$ cat src/rtl/stagu_pkg.sv
package stagu_pkg;

  // Strobes from the decoder to the datapath
  typedef struct packed {
    logic       hit;      // word is a supported store form
    logic       useY;     // Y pointer (else X)
    logic       postInc;  // add one after the access
    logic       preDec;   // subtract one before the access
    logic       addDisp;  // add displacement for the access only
    logic [5:0] disp;     // displacement value
    logic [4:0] srcReg;   // data source register
    logic       undef;    // pointer byte used as source in update mode
    logic [1:0] cycles;   // execution cycles
  } ctrlStrobe_t;

  localparam logic [1:0] SPACE_SMALL  = 2'b00;
  localparam logic [1:0] SPACE_NORMAL = 2'b01;

endpackage

$ cat src/rtl/stagu_decode.sv
module stagu_decode
  import stagu_pkg::*;
(
  input  logic [15:0]  instr,
  output ctrlStrobe_t  ctrl
);

  logic ptrHead;
  logic dispForm;
  logic [5:0] qVal;

  assign ptrHead  = (instr[15:9] == 7'b1001001);
  assign dispForm = (instr[15:14] == 2'b10) && !instr[12] && instr[9] && instr[3];
  assign qVal     = {instr[13], instr[11:10], instr[2:0]};

  always_comb begin
    ctrl        = '0;
    ctrl.srcReg = instr[8:4];
    if (ptrHead) begin
      unique case (instr[3:0])
        4'b1100: begin ctrl.hit = 1'b1; end
        4'b1101: begin ctrl.hit = 1'b1; ctrl.postInc = 1'b1; end
        4'b1110: begin ctrl.hit = 1'b1; ctrl.preDec  = 1'b1; end
        4'b1001: begin ctrl.hit = 1'b1; ctrl.useY = 1'b1; ctrl.postInc = 1'b1; end
        4'b1010: begin ctrl.hit = 1'b1; ctrl.useY = 1'b1; ctrl.preDec  = 1'b1; end
        default: ctrl.hit = 1'b0;
      endcase
    end else if (dispForm) begin
      ctrl.hit     = 1'b1;
      ctrl.useY    = 1'b1;
      ctrl.disp    = qVal;
      ctrl.addDisp = (qVal != 6'd0);
    end

    if (ctrl.hit)
      ctrl.cycles = (ctrl.preDec || ctrl.addDisp) ? 2'd2 : 2'd1;

    // own-pointer source in update mode: r26/r27 for X, r28/r29 for Y
    ctrl.undef = ctrl.hit && (ctrl.postInc || ctrl.preDec) &&
                 (ctrl.srcReg[4:1] == (ctrl.useY ? 4'b1110 : 4'b1101));
  end

endmodule

$ cat src/rtl/stagu_datapath.sv
module stagu_datapath
  import stagu_pkg::*;
#(
  parameter int PTR_W = 16,
  parameter int EXT_W = 8
) (
  input  logic               clk,
  input  logic               rstN,
  input  logic               instrValid,
  input  ctrlStrobe_t        ctrl,
  input  logic [1:0]         spaceSel,
  input  logic [PTR_W-1:0]   ptrX,
  input  logic [PTR_W-1:0]   ptrY,
  input  logic [EXT_W-1:0]   extX,
  input  logic [EXT_W-1:0]   extY,
  output logic               storeReq,
  output logic [PTR_W+EXT_W-1:0] storeAddr,
  output logic [4:0]         srcReg,
  output logic               ptrSel,
  output logic               ptrWe,
  output logic [PTR_W-1:0]   ptrNew,
  output logic               extWe,
  output logic [EXT_W-1:0]   extNew,
  output logic [1:0]         cycles,
  output logic               undefFlag
);

  localparam int FULL_W  = PTR_W + EXT_W;
  localparam int SMALL_W = 8;

  logic [PTR_W-1:0]  basePtr;
  logic [EXT_W-1:0]  baseExt;
  logic [FULL_W-1:0] baseFull, addrOff, updOff, addrSum, updSum;
  logic [FULL_W-1:0] addrNext;
  logic [PTR_W-1:0]  ptrNext;
  logic [EXT_W-1:0]  extNext;
  logic              isSmall, isNormal, isExt, fire, update;

  assign basePtr  = ctrl.useY ? ptrY : ptrX;
  assign baseExt  = ctrl.useY ? extY : extX;
  assign baseFull = {baseExt, basePtr};
  assign isSmall  = (spaceSel == SPACE_SMALL);
  assign isNormal = (spaceSel == SPACE_NORMAL);
  assign isExt    = spaceSel[1];
  assign fire     = instrValid && ctrl.hit;
  assign update   = ctrl.postInc || ctrl.preDec;

  always_comb begin
    addrOff = '0;
    if (ctrl.preDec)       addrOff = '1;
    else if (ctrl.addDisp) addrOff = {{(FULL_W-6){1'b0}}, ctrl.disp};
    updOff = '0;
    if (ctrl.postInc)      updOff = {{(FULL_W-1){1'b0}}, 1'b1};
    else if (ctrl.preDec)  updOff = '1;
  end

  assign addrSum = baseFull + addrOff;
  assign updSum  = baseFull + updOff;

  // Space size picks how far the arithmetic reaches
  always_comb begin
    if (isSmall) begin
      addrNext = {{(FULL_W-SMALL_W){1'b0}}, addrSum[SMALL_W-1:0]};
      ptrNext  = {basePtr[PTR_W-1:SMALL_W], updSum[SMALL_W-1:0]};
      extNext  = baseExt;
    end else if (isNormal) begin
      addrNext = {{EXT_W{1'b0}}, addrSum[PTR_W-1:0]};
      ptrNext  = updSum[PTR_W-1:0];
      extNext  = baseExt;
    end else begin
      addrNext = addrSum;
      ptrNext  = updSum[PTR_W-1:0];
      extNext  = updSum[FULL_W-1:PTR_W];
    end
  end

  always_ff @(posedge clk) begin
    if (!rstN || !fire) begin
      storeReq  <= 1'b0;
      storeAddr <= '0;
      srcReg    <= '0;
      ptrSel    <= 1'b0;
      ptrWe     <= 1'b0;
      ptrNew    <= '0;
      extWe     <= 1'b0;
      extNew    <= '0;
      cycles    <= '0;
      undefFlag <= 1'b0;
    end else begin
      storeReq  <= 1'b1;
      storeAddr <= addrNext;
      srcReg    <= ctrl.srcReg;
      ptrSel    <= ctrl.useY;
      ptrWe     <= update;
      ptrNew    <= ptrNext;
      extWe     <= update && isExt;
      extNew    <= extNext;
      cycles    <= ctrl.cycles;
      undefFlag <= ctrl.undef;
    end
  end

endmodule

$ cat src/rtl/indirect_store_agu.sv
module indirect_store_agu
  import stagu_pkg::*;
#(
  parameter int PTR_W = 16,
  parameter int EXT_W = 8
) (
  input  logic                   clk,
  input  logic                   rstN,
  input  logic                   instrValid,
  input  logic [15:0]            instr,
  input  logic [1:0]             spaceSel,
  input  logic [PTR_W-1:0]       ptrX,
  input  logic [PTR_W-1:0]       ptrY,
  input  logic [EXT_W-1:0]       extX,
  input  logic [EXT_W-1:0]       extY,
  output logic                   storeReq,
  output logic [PTR_W+EXT_W-1:0] storeAddr,
  output logic [4:0]             srcReg,
  output logic                   ptrSel,
  output logic                   ptrWe,
  output logic [PTR_W-1:0]       ptrNew,
  output logic                   extWe,
  output logic [EXT_W-1:0]       extNew,
  output logic [1:0]             cycles,
  output logic                   undefFlag
);

  ctrlStrobe_t ctrl;

  stagu_decode u_decode (
    .instr (instr),
    .ctrl  (ctrl)
  );

  stagu_datapath #(.PTR_W(PTR_W), .EXT_W(EXT_W)) u_dp (
    .clk        (clk),
    .rstN       (rstN),
    .instrValid (instrValid),
    .ctrl       (ctrl),
    .spaceSel   (spaceSel),
    .ptrX       (ptrX),
    .ptrY       (ptrY),
    .extX       (extX),
    .extY       (extY),
    .storeReq   (storeReq),
    .storeAddr  (storeAddr),
    .srcReg     (srcReg),
    .ptrSel     (ptrSel),
    .ptrWe      (ptrWe),
    .ptrNew     (ptrNew),
    .extWe      (extWe),
    .extNew     (extNew),
    .cycles     (cycles),
    .undefFlag  (undefFlag)
  );

endmodule

$ cat config.mk
export PLATFORM = sky130hd
export DESIGN_NAME = indirect_store_agu
export DESIGN_NICKNAME = d
export VERILOG_FILES = /design/src/rtl/stagu_pkg.sv /design/src/rtl/stagu_decode.sv /design/src/rtl/stagu_datapath.sv /design/src/rtl/indirect_store_agu.sv
export SDC_FILE = /design/constraint.sdc
export NUM_CORES = 1
export LEC_CHECK = 0
export BUFFER_PORTS_ARGS = -buffer_cell sky130_fd_sc_hd__buf_4
export CAP_MARGIN = 10
export CELL_PAD_IN_SITES_DETAIL_PLACEMENT = 1
export CELL_PAD_IN_SITES_GLOBAL_PLACEMENT = 2
export CORE_MARGIN = 5
export CORE_UTILIZATION = 27
export CTS_BUF_LIST = sky130_fd_sc_hd__clkbuf_8 sky130_fd_sc_hd__clkbuf_16
export CTS_CLUSTER_SIZE = 10
export DETAILED_ROUTE_END_ITERATION = 6
export PLACE_DENSITY_LB_ADDON = 0.08
export SYNTH_ARGS = -nofsm -noshare
export SYNTH_HDL_FRONTEND = slang
export SYNTH_SLANG_ARGS = --single-unit
$ cat constraint.sdc
create_clock -name clk -period 6.2 [get_ports clk]
set_input_delay 1.55 -clock clk [delete_from_list [all_inputs] [get_ports clk]]
set_output_delay 1.55 -clock clk [all_outputs]
set_load 0.005 [all_outputs]
Word-level counts from Yosys, hierarchy flattened
Index checks and enable logic that the tools add are counted.
{ "word_totals": {"reg_bits": 60, "input_bits": 69, "output_inout_bits": 60, "elab_cells": 68} }
{ "classes": {"addsub": 2, "n_eq_ne": 9, "mux": 22, "bitwise_logic": 1, "n_reduce_logical": 22} }
{ "ops": {"columns": ["cell", "n"], "rows": [
  ["$mux W24", 3],
  ["$add A24 B24 Y24", 2],
  ["$mux W16", 2],
  ["$mux W8", 4],
  ["$eq A4 B4 Y1 const B", 5],
  ["$mux W7", 2],
  ["$mux W2", 5],
  ["$reduce_or A2 Y1", 5],
  ["$eq A7 B7 Y1 const B", 1],
  ["$logic_and A1 B1 Y1", 7],
  ["$mux W6", 1],
  ["$reduce_bool A6 Y1", 1],
  ["$mux W1", 5],
  ["$reduce_or A5 Y1", 1],
  ["$eq A4 B4 Y1", 1],
  ["$logic_not A1 Y1", 3],
  ["$logic_or A1 B1 Y1", 3],
  ["$reduce_or A3 Y1", 1],
  ["$eq A2 B1 Y1 const B", 1],
  ["$eq A2 B2 Y1 const B", 1],
  ["$logic_not A2 Y1", 1],
  ["$not A1 Y1", 1]
]} }

Depth between registers and ports, before layout
Gate-level depths: netlist of run 1.
{ "depth": {"word_depth": 10, "ltp_mapped": 22, "depth_no_buf": 19} }

Hierarchy
Synthesis of run 1 repeated with hierarchy kept, for this count alone.
{ "hier_totals": {"hier_cells": 579, "area_unflattened_um2": 4714.5} }
{ "modules_own_cells": {"columns": ["mod", "instances", "cells_each", "area_each_um2", "seq_area_each_um2"], "rows": [
  ["stagu_datapath", 1, 540, 4435.5, 1201.2],
  ["stagu_decode", 1, 39, 279.0, 0.0]
]} }

Least setup slack after synthesis of run 1
No wires, ideal clock.
{ "synth_path": {"kind": "input -> register", "start": "input port instr[3]", "end": "register u_dp.storeAddr[22]", "setup_ps": 124, "arrival_time_ps": 5722, "t_required_ps": 6076, "slack_ps": 354, "cell_stages": 22, "path_buffers": 4, "path_cell_list": "and4b_1 -> clkbuf_8 -> nand4_1 -> clkbuf_1 -> clkbuf_1 -> buf_1 -> nand2_1 -> a21oi_1 -> nor2_1 -> ha_1 -> fa_1 -> a21oi_1 -> o21bai_1 -> a21oi_1 -> o21ai_0 -> a21o_1 -> a21oi_1 -> o21ai_0 -> or3_1 -> a31oi_1 -> xor2_1 -> nor2_1"} }
{ "synth_via": {"elab_chain_len": 8, "word_cells_on_any_way": 26, "classes_between": "1 x add/sub; 5 x eq/ne; 12 x mux; 8 x reduce/logical"} }
{ "synth_rtl": {"columns": ["item", "line_no", "source"], "rows": [
  ["start: declaration", "indirect_store_agu.sv:10", "input logic [15:0] instr,"],
  ["branches (longest 8 deep; another with $add A24 B24 Y24)", null, null],
  ["end signal: assignment", "stagu_datapath.sv:91", "storeAddr <= addrNext;"],
  ["end: declaration", "stagu_datapath.sv:17", "output logic [PTR_W+EXT_W-1:0] storeAddr,"]
]} }
Several ways; the timed one is not identified.
A chain may end at the register's enable or synchronous reset.

Final worst setup path of run 1
{ "layout_path": {"start": "input port instr[2]", "end": "register u_dp.storeAddr[22]"} }
The elaborated chain is that of the path after synthesis.

==> results of run 1 <==
[logic make-up (layout without fill, tap and decap cells)]
family,after synthesis,in the layout
AOI/OAI and AO/OA,128,128
xor gates and xnor gates,42,42
adders and majority gates,38,38
buffers and inverters,38,173
DFF,60,60
muxes,13,13
and+or+nand+nor,251,251
[Yosys cell counts (all sizes together), types with 2 or more instances]
| master | instances |
|---|---|
| a221oi | 2 |
| xnor2 | 29 |
| o21bai | 5 |
| nor4 | 5 |
| buf | 4 |
| a21oi | 43 |
| and4 | 2 |
| o21a | 3 |
| nand2b | 4 |
| nor3 | 15 |
| o31ai | 2 |
| o31a | 3 |
| nor2b | 3 |
| o21ai | 29 |
| mux2 | 3 |
| and3 | 8 |
| nor2 | 67 |
| mux2i | 10 |
| o2bb2ai | 3 |
| o2111ai | 2 |
| inv | 18 |
| nand4 | 2 |
| o22ai | 6 |
| fa | 2 |
| nand4b | 2 |
| o211ai | 2 |
| nand3b | 2 |
| a21o | 10 |
| nand2 | 94 |
| dfxtp | 60 |
| a211oi | 4 |
| a21boi | 2 |
| or3 | 8 |
| nand3 | 16 |
| ha | 36 |
| and2 | 13 |
| clkbuf | 15 |
| nor3b | 5 |
| xor2 | 13 |
| a31oi | 6 |
[placed cells by master (no fill, tap or decap), types with 7 or more instances in the layout]
master     instances
buf_4            139
nand2_1           94
nor2_1            65
dfxtp_1           60
a21oi_1           43
ha_1              36
xnor2_1           29
o21ai_0           29
inv_1             18
nand3_1           16
nor3_1            15
xor2_1            13
and2_1            12
mux2i_1           10
a21o_1            10
clkbuf_16          9
or3_1              7
and3_1             7
[registers in the layout (all words and copies together) (netlist names)]
register / count
u_dp.cycles: 2
u_dp.extNew: 8
u_dp.extWe: 1
u_dp.ptrNew: 16
u_dp.ptrSel: 1
u_dp.ptrWe: 1
u_dp.srcReg: 5
u_dp.storeAddr: 24
u_dp.storeReq: 1
u_dp.undefFlag: 1
[path summary, 6_finish.rpt]
check | start | endpoint | slack [ns] | cells past startpoint
worst min-delay path | instr[4] | u_dp.srcReg[0] | 1.42 | 2
worst max-delay path | instr[2] | u_dp.storeAddr[22] | 0.65 | 18
[cell type report]
class / count / area, um2
tap: 220 / 275
sequential: 60 / 1200
clock buffer: 11 / 253
inverter: 18 / 67.6
fill: 1976 / 10500
timing repair buffer: 139 / 1040
multi-input combinational: 472 / 3060
clock inverter: 5 / 51.3
[metrics by stage]
stage	instance area, um2	power (W)	hold slack, ns	setup WS [ns]
finish	5950	0.00106	1.42	0.650
floorplan	4480	0.000483	1.67	0.354
detailed placement	5650	0.000549	1.76	0.277
CTS	5950	0.00108	1.40	0.617
global route	5950	0.00111	1.42	0.306
global placement	5650	0.000548	1.75	0.382
[power by group through the flow]
stage          Sequential [W]  Combinational, W  Clock (W)
2_1_floorplan        0.000396         0.0000876          0
3_3_place_gp         0.000396          0.000152          0
3_5_place_dp         0.000396          0.000154          0
4_1_cts              0.000387          0.000154   0.000543
5_1_grt              0.000387          0.000169   0.000557
6_report             0.000387          0.000153   0.000524
[per-layer routing]
layer  vias up  routed length (um)
li1       2256                   -
met2        79                7870
met4         0                 283
met1      2124                7280
met5         -                   0
met3        20                 508
==> flow_summary.json, run 1 <==
{
  "grt_setup_unrepaired": "false",
  "p_switching_w": 0.000277,
  "syn_area_per_cell_um2": 7.85,
  "cts_tree": "built",
  "synth_top_cell_by_area": "dfxtp_1",
  "seqPwrFrac_pct": 36.4,
  "start_util_pct": 27.3,
  "via_per_inst": 4.84,
  "synthCells": 570,
  "hold_viol_final": 0,
  "syn_to_final_growth_pct": 33.0,
  "worstPathMaxFanout": 5,
  "cp_cell_sequence": "buf_4 -> or3_1 -> or3_1 -> a21oi_1 -> nor2_1 -> ha_1 -> fa_1 -> a21oi_1 -> o21bai_1 -> a21oi_1 -> o21ai_0 -> a21o_1 -> a21oi_1 -> o21ai_0 -> or3_1 -> a31oi_1 -> xor2_1 -> nor2_1",
  "slew_headroom_pct": 60.6,
  "slowest_stage": "fa_1",
  "wirelength_mm": 15.9,
  "synth_adder_area_share_pct": 11.0,
  "rows": 47,
  "finalNonFillerCells": 925,
  "port_buffers": 128,
  "ant_nets": 0,
  "worstSetupStartpointType": "primary input",
  "fin_nets": 807,
  "synth_cell_type_count": 67,
  "clkSlewWorstSetupHoldPaths_ns": 0.05,
  "cp_top_family": "compound AO/OA/AOI/OAI gates",
  "synth_seq_cells": 60,
  "synth_nets": 677,
  "endpoint_kind": "register",
  "dr.pass1.iters": 4,
  "cts_setup_buffers": 0,
  "synthMuxAreaShare_pct": 2.99,
  "synth_xor_area_share_pct": 8.22,
  "min_path_type": "primary input to register",
  "synth_top_area_share_pct": 26.8,
  "cts.sink_count": 60,
  "intPower_w": 0.000787,
  "grt_antenna_before_repair": 0,
  "ys_seq_area_share_pct": 26.8,
  "grt_use_total_pct": 16.4,
  "synth_compound_area_share_pct": 19.2,
  "synth_top_family_by_area": "simple AND/OR/NAND/NOR gates",
  "slew_viol_final": 0,
  "crit_top_cell": "a21oi_1",
  "cp.required_ns": 6.41,
  "synth-main-ff-cell": "dfxtp_1",
  "grt_overflow": 0,
  "tns_ns": 0,
  "p_per_area_nw_per_um2": 179,
  "die_y_um": 139,
  "routedWlPerCell_um": 17.2,
  "synth.cell_area_um2": 4480,
  "drc_errors": 0,
  "diodes": 0,
  "drt_iter0_drc": 167,
  "io_pins": 129,
  "grt_use_met3_pct": 3.21,
  "grt_max_degree": 36,
  "cts-htree-levels": 3,
  "min_period_ns": 5.55,
  "worstSetupPathType": "primary input to register",
  "peakVddDrop_uv": 119,
  "cts_buffers": 9,
  "arrival_ns": 5.76,
  "cts_hold_buf": 0,
  "top_usage_layer": "met2",
  "finalCritPeriodShare_pct": 89.5,
  "ys_top_cells_by_area": "dfxtp_1, ha_1, nand2_1",
  "drive_above_1_share_pct": 25.1,
  "die_area_um2": 19300,
  "synth_edf_count": 0,
  "grt_pass1_wl_mm": 25.5,
  "cellLeakagePower_nw": 2.84,
  "setup_viol": 0,
  "yosys_warnings": 0,
  "dieWidth_um": 139,
  "async_flop_share_pct": 0,
  "grt_use_met2_pct": 28.8,
  "drv_cap": 0,
  "max_stage_delay_ns": 0.44,
  "core_area_um2": 16400,
  "cts_buffer_depth": 2,
  "tightest_slew_ns": 0.574,
  "synthSimpleGateAreaFrac_pct": 27.0,
  "gp_congestion": 0.811,
  "placedCellCount": 909,
  "path_buf_inv": 1,
  "clkPwrFrac_pct": 49.3,
  "final_core_util_pct": 36.3,
  "combinationalPowerShare_pct": 14.3,
  "cts_resized": 0,
  "dr_total_vias": 4479,
  "use_met1_pct": 19.9,
  "grt_pass1_vias": 4823,
  "fmax_mhz": 180,
  "status": "completed",
  "p_sw_share_pct": 26.1,
  "dp_hpwl_mm": 12.8,
  "cts-root-buf": "clkbuf_16"
}
No activity file was read; power rests on OpenSTA's default activity.
==> inputs of run 2 (changes only) <==
- SYNTH_HIERARCHICAL: default -> 1
==> run 2 against run 1 <==
  * Sequential share of layout area shrank 1.1 points
  * Critical path depth shrank 2
  * Clock-buffer cell count is the same
  * Via count grew 5.4%
  * Combinational power is essentially flat
  * Critical endpoint is now u_dp/storeAddr[22]
  * Largest cell class unchanged
  * Highest routed layer unchanged
==> flow_summary.json, run 2 <==
{
  "p_sw_share_pct": 24.6,
  "post_dp_cell_area_um2": 5940,
  "async_flop_share_pct": 0,
  "grt_pass1_wl_mm": 26.7,
  "die_area_um2": 20200,
  "syn_area_per_cell_um2": 8.14,
  "total_power_w": 0.00116,
  "fillers": 2076,
  "min_path_type": "primary input to register",
  "ant_nets": 0,
  "route.met3.wl_um": 769,
  "via_per_inst": 5.04,
  "synth_cell_type_count": 71,
  "grt_setup_unrepaired": "false",
  "tightest_slew_ns": 0.880,
  "ys_seq_area_share_pct": 25.5,
  "grt_overflow": 0,
  "grt_pass1_vias": 5015,
  "syn_to_final_growth_pct": 33.7,
  "slew_viol_final": 0,
  "synth_nets": 689,
  "grt_use_total_pct": 16.6,
  "core_area_um2": 17200,
  "cts_buffers": 9,
  "grt_antenna_before_repair": 0,
  "gp_congestion": 0.823,
  "drive_above_1_share_pct": 26.2,
  "fmax_mhz": 171,
  "synth.cell_area_um2": 4710,
  "clkPwrFrac_pct": 53.6,
  "cp.required_ns": 6.43,
  "synth_seq_cells": 60,
  "cts_resized": 0,
  "tns_ns": 0,
  "endpoint_kind": "register",
  "worstSetupStartpointType": "primary input",
  "routedWlPerCell_um": 18.1,
  "synth_top_area_share_pct": 25.5,
  "clkSlewWorstSetupHoldPaths_ns": 0.06,
  "rows": 48,
  "arrival_ns": 6.06,
  "synthCells": 579,
  "p_per_area_nw_per_um2": 184,
  "reg_top3": "u_dp/storeAddr: 24 flops, u_dp/ptrNew: 16 flops, u_dp/extNew: 8 flops",
  "die_y_um": 142,
  "cts-htree-levels": 3,
  "wirelength_mm": 16.9,
  "cts_tree": "built",
  "final_cell_mix": "buf_4, dfxtp_1, nor2_1",
  "drc_errors": 0,
  "wirelength_met1_mm": 7.43,
  "diodes": 0,
  "start_util_pct": 27.4,
  "worstSetupPathType": "primary input to register",
  "highest_layer": "met4",
  "seqPwrFrac_pct": 33.4,
  "cts.sink_count": 60,
  "yosys.cell_count.top_type": "dfxtp_1",
  "port_buffers": 128,
  "worstPathMaxFanout": 7,
  "yosys-top-cells-count": "dfxtp_1, nor2_1, a21oi_1, ha_1, nand2_1",
  "dp_hpwl_mm": 13.2,
  "layout_commonest_cell": "buf_4",
  "dr.pass1.iters": 4,
  "final_core_util_pct": 36.6,
  "io_pins": 129,
  "peakVddDrop_uv": 114,
  "combinationalPowerShare_pct": 13.0,
  "status": "completed",
  "largest_reg_flops": 24,
  "yosys_warnings": 6,
  "hold_viol_final": 0,
  "intPower_w": 0.000873,
  "min_period_ns": 5.83,
  "cellLeakagePower_nw": 2.99,
  "ys_top_cells_by_area": "dfxtp_1, ha_1, a21oi_1",
  "dr_total_vias": 4719,
  "synth_top_cell_by_area": "dfxtp_1",
  "hold_end": "u_dp/srcReg[0]",
  "hp-start": "instr[4]",
  "cts-root-buf": "clkbuf_16",
  "dieWidth_um": 142,
  "fin_area_um2": 6300,
  "synth_edf_count": 0,
  "grt_max_degree": 33,
  "cts_setup_buffers": 0,
  "drt_iter0_drc": 156,
  "setup_viol": 0,
  "startpoint": "instr[13]",
  "finalCritPeriodShare_pct": 94.1,
  "cts_hold_buf": 0,
  "cts_buffer_depth": 2,
  "drv_cap": 0,
  "met2_length_mm": 8.49,
  "synth-main-ff-cell": "dfxtp_1",
  "fin_nets": 816,
  "holdPathStages": 2,
  "regMostFlops": "u_dp/storeAddr",
  "p_switching_w": 0.000285,
  "slew_headroom_pct": 41.3
}
==> run 2: layout make-up <==
class | count | area [um2] | share of cell area [%]
inverter | 30 | 113 | 1.79
multi-input combinational | 465 | 3300 | 52.3
clock buffer | 11 | 253 | 4.01
timing repair buffer | 140 | 1050 | 16.7
sequential | 60 | 1200 | 19.1
clock inverter | 5 | 106 | 1.69
tap | 225 | 282 | 4.47
==> run 2: kinds of logic after synthesis <==
| kind of cell | share of synthesized area, % |
|---|---|
| AO/OA/AOI/OAI | 23.2 |
| flip-flops | 25.5 |
| XOR/XNOR | 5.94 |
| buffers and inverters | 5.07 |
| multiplexers | 8.44 |
| AND/OR/NAND/NOR | 20.4 |
| adder cells (fa/ha/maj) | 11.4 |
==> run 2: power groups by stage <==
stage / sequential (W) / combinational, W / clock [W]
after floorplan: 0.000396 / 0.0000845 / 0
after global placement: 0.000396 / 0.000149 / 0
after detailed placement: 0.000396 / 0.000151 / 0
after CTS: 0.000387 / 0.000152 / 0.000636
after global routing: 0.000387 / 0.000166 / 0.000649
final: 0.000387 / 0.000151 / 0.000620
==> run 2: worst max-delay path by stage <==
stage                         endpoint  depth (start not counted)
finish              u_dp/storeAddr[22]                         16
global route        u_dp/storeAddr[22]                         16
CTS                 u_dp/storeAddr[22]                         16
detailed placement  u_dp/storeAddr[22]                         16
global placement    u_dp/storeAddr[22]                         16
floorplan               u_dp/extNew[6]                         17
==> run 2: per-layer routing <==
metal  vias to the layer above  GRT usage, %
met4                         0          4.49
met2                       106          29.7
met5                         -             0
met3                        10          3.36
met1                      2249          20.0
li1                       2354             -
==> run 2: through the flow <==
stage                     hold slack, ns  setup WS (ns)  instances
after floorplan                     1.75          0.182        579
after global placement              1.75          0.105        920
after detailed placement            1.76         0.0127        920
after CTS                           1.40          0.341        936
after global routing                1.41         0.0211        936
final                               1.41          0.367        936
==> run 2: worst max-delay path, stage by stage <==
cell,delay [ns]
buf_4,0.12
nor3_2,0.39
nand4_1,0.28
o21ai_4,0.32
buf_4,0.23
mux2i_2,0.46
inv_1,0.21
ha_1,0.42
a21oi_1,0.16
o21bai_1,0.09
o21ai_0,0.39
a311oi_1,0.25
o2111a_1,0.32
o31ai_1,0.43
a21oi_1,0.15
mux2_2,0.29
